File: config.mk
export PLATFORM = sky130hd
export DESIGN_NAME = refresh_sched
export DESIGN_NICKNAME = d
export VERILOG_FILES = /design/src/rtl/refresh_pkg.sv /design/src/rtl/rf_interval_timer.sv /design/src/rtl/rf_pending_ctr.sv /design/src/rtl/rf_row_table.sv /design/src/rtl/refresh_sched.sv
export SDC_FILE = /design/constraint.sdc
export NUM_CORES = 1
export LEC_CHECK = 0
export BUFFER_PORTS_ARGS = -buffer_cell sky130_fd_sc_hd__buf_4
export CORE_UTILIZATION = 45
export CTS_CLUSTER_DIAMETER = 200
export DETAILED_ROUTE_END_ITERATION = 8
export GPL_TIMING_DRIVEN = 0
export PLACE_DENSITY = 0.63
export SETUP_SLACK_MARGIN = 0.4
export SYNTH_ARGS = -nofsm -noshare
export SYNTH_HDL_FRONTEND = slang
export SYNTH_HIERARCHICAL = 1
export SYNTH_SLANG_ARGS = --single-unit
File: constraint.sdc
create_clock -name clk -period 5.9 [get_ports clk]
set_input_delay 0.295 -clock clk [delete_from_list [all_inputs] [get_ports clk]]
set_output_delay 0.295 -clock clk [all_outputs]
set_load 0.005 [all_outputs]
File: src/rtl/refresh_pkg.sv
package refresh_pkg;

    typedef enum logic {
        ST_IDLE = 1'b0,
        ST_ASK  = 1'b1
    } rf_state_e;

endpackage

File: src/rtl/rf_interval_timer.sv
module rf_interval_timer #(
    parameter int INTERVAL = 48,
    localparam int CNT_W   = (INTERVAL > 1) ? $clog2(INTERVAL) : 1
) (
    input  logic clk,
    input  logic rst_n,
    output logic tick
);
    localparam logic [CNT_W-1:0] RELOAD = CNT_W'(INTERVAL - 1);

    logic [CNT_W-1:0] cnt_q;

    assign tick = (cnt_q == '0);

    always_ff @(posedge clk) begin
        if (!rst_n) begin
            cnt_q <= RELOAD;
        end else if (tick) begin
            cnt_q <= RELOAD;
        end else begin
            cnt_q <= cnt_q - 1'b1;
        end
    end


    reload_after_tick_chk: assert property (@(posedge clk) disable iff (!rst_n)
        tick |=> (cnt_q == RELOAD));


    count_down_chk: assert property (@(posedge clk) disable iff (!rst_n)
        (!tick) |=> (cnt_q == $past(cnt_q) - 1'b1));

endmodule

File: src/rtl/rf_pending_ctr.sv
module rf_pending_ctr #(
    parameter int PEND_MAX = 3,
    localparam int PEND_W  = $clog2(PEND_MAX + 1)
) (
    input  logic clk,
    input  logic rst_n,
    input  logic inc,
    input  logic dec,
    output logic any
);
    localparam logic [PEND_W-1:0] TOP = PEND_W'(PEND_MAX);

    logic [PEND_W-1:0] owed_q;
    logic [PEND_W-1:0] owed_d;

    always_comb begin
        owed_d = owed_q;
        unique case ({inc, dec})
            2'b10:   owed_d = (owed_q == TOP) ? owed_q : owed_q + 1'b1;
            2'b01:   owed_d = (owed_q == '0) ? owed_q : owed_q - 1'b1;
            default: owed_d = owed_q;
        endcase
    end

    always_ff @(posedge clk) begin
        if (!rst_n) begin
            owed_q <= '0;
        end else begin
            owed_q <= owed_d;
        end
    end

    assign any = (owed_q != '0);


    saturate_chk: assert property (@(posedge clk) disable iff (!rst_n)
        (owed_q == TOP && inc && !dec) |=> (owed_q == TOP));


    no_underflow_chk: assert property (@(posedge clk) disable iff (!rst_n)
        dec |-> any);

endmodule

File: src/rtl/rf_row_table.sv
module rf_row_table #(
    parameter int NBANKS = 32,
    parameter int ROWS   = 8192,
    localparam int BANK_W = (NBANKS > 1) ? $clog2(NBANKS) : 1,
    localparam int ROW_W  = (ROWS > 1) ? $clog2(ROWS) : 1
) (
    input  logic              clk,
    input  logic              rst_n,
    input  logic              adv,
    input  logic [BANK_W-1:0] sel,
    output logic [ROW_W-1:0]  row
);
    localparam logic [ROW_W-1:0] LAST_ROW = ROW_W'(ROWS - 1);

    logic [ROW_W-1:0] rows_q [NBANKS];

    for (genvar b = 0; b < NBANKS; b++) begin : g_bank
        always_ff @(posedge clk) begin
            if (!rst_n) begin
                rows_q[b] <= '0;
            end else if (adv && sel == BANK_W'(b)) begin
                rows_q[b] <= (rows_q[b] == LAST_ROW) ? '0 : rows_q[b] + 1'b1;
            end
        end
    end

    assign row = rows_q[sel];

endmodule

File: src/rtl/refresh_sched.sv
module refresh_sched #(
    parameter int ROW_PERIOD       = 1560,
    parameter int BANKS_PER_RANK   = 8,
    parameter int RANKS_PER_MODULE = 2,
    parameter int MODULES          = 2,
    parameter int ROWS             = 8192,
    parameter int PEND_MAX         = 3,
    localparam int NBANKS       = BANKS_PER_RANK * RANKS_PER_MODULE * MODULES,
    localparam int INTERVAL_RAW = ROW_PERIOD / NBANKS,
    localparam int INTERVAL     = (INTERVAL_RAW < 1) ? 1 : INTERVAL_RAW,
    localparam int BANK_W       = (NBANKS > 1) ? $clog2(NBANKS) : 1,
    localparam int ROW_W        = (ROWS > 1) ? $clog2(ROWS) : 1
) (
    input  logic              clk,
    input  logic              rst_n,
    input  logic              ref_gnt,
    output logic              ref_req,
    output logic [BANK_W-1:0] ref_bank,
    output logic [ROW_W-1:0]  ref_row
);
    import refresh_pkg::*;

    localparam logic [BANK_W-1:0] LAST_BANK = BANK_W'(NBANKS - 1);

    rf_state_e         state_q;
    rf_state_e         state_d;
    logic              tick;
    logic              owed;
    logic              taken;
    logic [BANK_W-1:0] bank_q;

    rf_interval_timer #(.INTERVAL(INTERVAL)) u_timer (
        .clk   (clk),
        .rst_n (rst_n),
        .tick  (tick)
    );

    rf_pending_ctr #(.PEND_MAX(PEND_MAX)) u_owed (
        .clk   (clk),
        .rst_n (rst_n),
        .inc   (tick),
        .dec   (taken),
        .any   (owed)
    );

    rf_row_table #(.NBANKS(NBANKS), .ROWS(ROWS)) u_rows (
        .clk   (clk),
        .rst_n (rst_n),
        .adv   (taken),
        .sel   (bank_q),
        .row   (ref_row)
    );

    // state register
    always_ff @(posedge clk) begin
        if (!rst_n) begin
            state_q <= ST_IDLE;
        end else begin
            state_q <= state_d;
        end
    end

    // next state: due / granted / hold
    always_comb begin
        state_d = state_q;
        unique case (state_q)
            ST_IDLE: if (owed)    state_d = ST_ASK;
            ST_ASK:  if (ref_gnt) state_d = ST_IDLE;
            default: state_d = ST_IDLE;
        endcase
    end

    // outputs
    always_comb begin
        ref_req = 1'b0;
        unique case (state_q)
            ST_IDLE: ref_req = 1'b0;
            ST_ASK:  ref_req = 1'b1;
            default: ref_req = 1'b0;
        endcase
    end

    assign taken    = ref_req && ref_gnt;
    assign ref_bank = bank_q;

    always_ff @(posedge clk) begin
        if (!rst_n) begin
            bank_q <= '0;
        end else if (taken) begin
            bank_q <= (bank_q == LAST_BANK) ? '0 : bank_q + 1'b1;
        end
    end


    hold_req_chk: assert property (@(posedge clk) disable iff (!rst_n)
        (ref_req && !ref_gnt) |=> (ref_req && $stable(ref_bank) && $stable(ref_row)));


    drop_after_grant_chk: assert property (@(posedge clk) disable iff (!rst_n)
        (ref_req && ref_gnt) |=> !ref_req);


    round_robin_chk: assert property (@(posedge clk) disable iff (!rst_n)
        (ref_req && ref_gnt) |=>
            (ref_bank == (($past(ref_bank) == LAST_BANK) ? '0 : $past(ref_bank) + 1'b1)));


    idle_grant_ignored_chk: assert property (@(posedge clk) disable iff (!rst_n)
        (!ref_req && ref_gnt) |=> $stable(ref_bank));

endmodule

==> results.cfg <==
[timing]
clock_skew_ns = 0.0201
hold_viol = 0
fin_crit_sh_pct = 75.0
fin_crit_ns = 4.42
final_max_slew_viol_count = 0
finalSetupViolCount = 0
fmax_mhz = 226
tightestPinTransition_ns = 1.12
fin_tns_setup_ns = 0
slew_headroom_pct = 25.1
rsz0062_at_grt = false
timing.hold.ws_ns = 0.398

[run_status]
status = finished, final reports clean

[yosys]
yosys-mux-area-fraction_pct = 10.0
synthAdderAreaFrac_pct = 1.74
synth_xor_area_share_pct = 11.2
syn_area_um2 = 25800
ys_seq_area_share_pct = 49.4
synth_ff_type = edfxtp_1
synth_top_cell_by_area = edfxtp_1
synth_top_family_by_area = simple AND/OR/NAND/NOR gates
post_synth_and_or_nand_nor_area_fraction_pct = 20.3
syn-num-nets = 2427
synth_cell_types = 67
ys_warn_count = 6
syn_inst = 2388
netlist_top_cells_area = edfxtp_1, mux4_2, nor2_1
yosys.area.top_type_share_pct = 48.4
syn_avg_cell_area_um2 = 10.8
synth_compound_area_share_pct = 4.35
synth_enable_flop_cells = 416
synthArstFlopShare_pct = 0
ys_ff_latch = 430

[power_and_ir_drop]
ir_drop_mv = 0.226
pwr-share-seq_pct = 51.5
switching_share_pct = 23.7
leakage_uw = 0.00931
pwr-share-comb_pct = 5.4
power_frac_clock_pct = 43.1
p_sw_uw = 1700
power_density_nw_per_um2 = 249
intPower_uw = 5470

[clocking]
cts_setup_buffers = 0
cts_tree = done
ctsHtreeMaxLevel = 2
post_cts_resized = 0
postCtsHoldBufs = 2
clk_pin_slew_ns = 0.06
clock_sinks = 430
max-clock-path-buffers = 3
cts_root_buffer = clkbuf_16
numCtsBuffers = 51
clk_latency_ns = 0.60

[worst_setup_path]
cp-endpoint = ref_row[0]
cp-end-kind = output port
worstPathRequired_ns = 5.61
reg2reg_from = ref_bank[3]
r2r_slack_ns = 2.25
cp_max_fo = 10
worstSetupPathType = flip-flop to output port
crit_start = ref_bank[3]
arrival_ns = 4.13
worst-r2r-cell-count = 7
r2r-end = u_rows/rows_q[13][3]
cp-start-kind = flip-flop

[cells_and_area]
multi_input_area_um2 = 12300
num-fill-cells = 5081
final_cell_mix = nor2_1, edfxtp_1, xnor2_1, nand3_1, xor2_1
n_antenna_cell = 0
final_nets = 2535
layout_commonest_cell = nor2_1
area_delta_synth_final_pct = 11.6
seq_area_um2 = 12800
drive_gt1_share_pct = 11.4
postLayoutCoreUtil_pct = 50.9

[route]
drt_pass1_iterations = 5
drc = 0
drtIter0Drc = 2153
wl_per_cell_um = 21.7
num_vias = 19400
ant_nets = 0
wl_um = 71500
avgViaCountPerCell = 5.89

[global_routing]
grt_pass1_wl_um = 109000
grt_max_degree = 13
grt-ovfl-total = 0
grt_use_met3_pct = 4.42
grt-busiest-layer = met1
met2_usage_pct = 35.5
gr-usage-met1_pct = 36.1
grtUsageTotal_pct = 24.3
antenna_found_initial = 0
grt_pass1_vias = 18100

[floorplanning]
initial_utilization_pct = 45.6
row_count = 87
dieArea_um2 = 58400
die_w_um = 242
ios = 22
dieHeight_um = 242
core_region_area_um2 = 56600

[placed_design]
finalWeightedCongestion = 0.976
io_buffers = 21
hpwl_um = 54200

[min_path]
hold_class = flip-flop to flip-flop

[run]
maxCapViolations = 0
logic make-up after synthesis:
kind of cell | count (synthesis)
buffers and inverters | 181
multiplexers | 151
AO/OA/AOI/OAI | 166
AND/OR/NAND/NOR | 1093
XOR/XNOR | 331
flip-flops | 430
adder cells (fa/ha/maj) | 36
worst min path at each step:
stage                                start                to  slack, ns  depth (start not counted)
after global placement    u_timer/cnt_q[0]  u_timer/cnt_q[0]       0.38                          1
after detailed placement  u_timer/cnt_q[0]  u_timer/cnt_q[0]       0.39                          1
final                     u_timer/cnt_q[0]  u_timer/cnt_q[0]       0.40                          1
after CTS                 u_timer/cnt_q[0]  u_timer/cnt_q[0]       0.40                          1
after floorplan                      rst_n  u_timer/cnt_q[5]       0.37                          1
after global routing      u_timer/cnt_q[0]  u_timer/cnt_q[0]       0.41                          1
worst max-delay path, stage by stage (launching register included):
cell and delay (ns):
dfxtp_1 0.38, buf_2 0.34, buf_2 0.44, buf_1 0.88
mux2i_1 0.29, mux2_2 0.37, o21ai_0 0.59, buf_4 0.23
metal layers:
layer	vias up	wire, um
met5	-	0
li1	8985	-
met3	113	6290
met1	9501	32100
met2	786	30700
met4	0	2330
area by class of cell:
cell class	instances	area share [%]
buffer	100	1.58
clock inverter	31	0.855
inverter	81	1.05
multi-input combinational	1777	42.7
tap	756	3.28
sequential	430	44.3
clock buffer	63	4.73
timing repair buffer	55	1.50
power groups by stage:
stage / clock [uW] / sequential [uW] / combinational [uW]
after floorplan: 0 / 3660 / 286
after global placement: 0 / 3740 / 358
after detailed placement: 0 / 3750 / 383
after CTS: 3160 / 3680 / 388
after global routing: 3260 / 3710 / 428
final: 3090 / 3690 / 389
synth_stat cells, types with 57 or more instances:
library cell    n
clkbuf_1       61
edfxtp_1      416
inv_1          81
mux4_2         83
nand2_1       128
nand3_1       145
nand4_1        92
nor2_1        458
nor3_1         65
o21ai_0        57
xnor2_1       190
xor2_1        141
metrics by stage:
step	instance area [um^2]	std cells	total power [uW]	worst slack, ns
after floorplan	25800	2388	3950	2.81
after global placement	26900	3165	4100	1.68
after detailed placement	27200	3197	4130	2.21
after CTS	28800	3293	7230	1.56
after global routing	28800	3293	7400	1.47
final	28800	3293	7170	1.48
sequential cells by signal (all words and copies together), names as in the netlist:
register	flops
u_rows/rows_q	416
u_owed/owed_q	2
state_q	1
u_timer/cnt_q	6
ref_bank	5
Power figures use the tool's default switching activity.
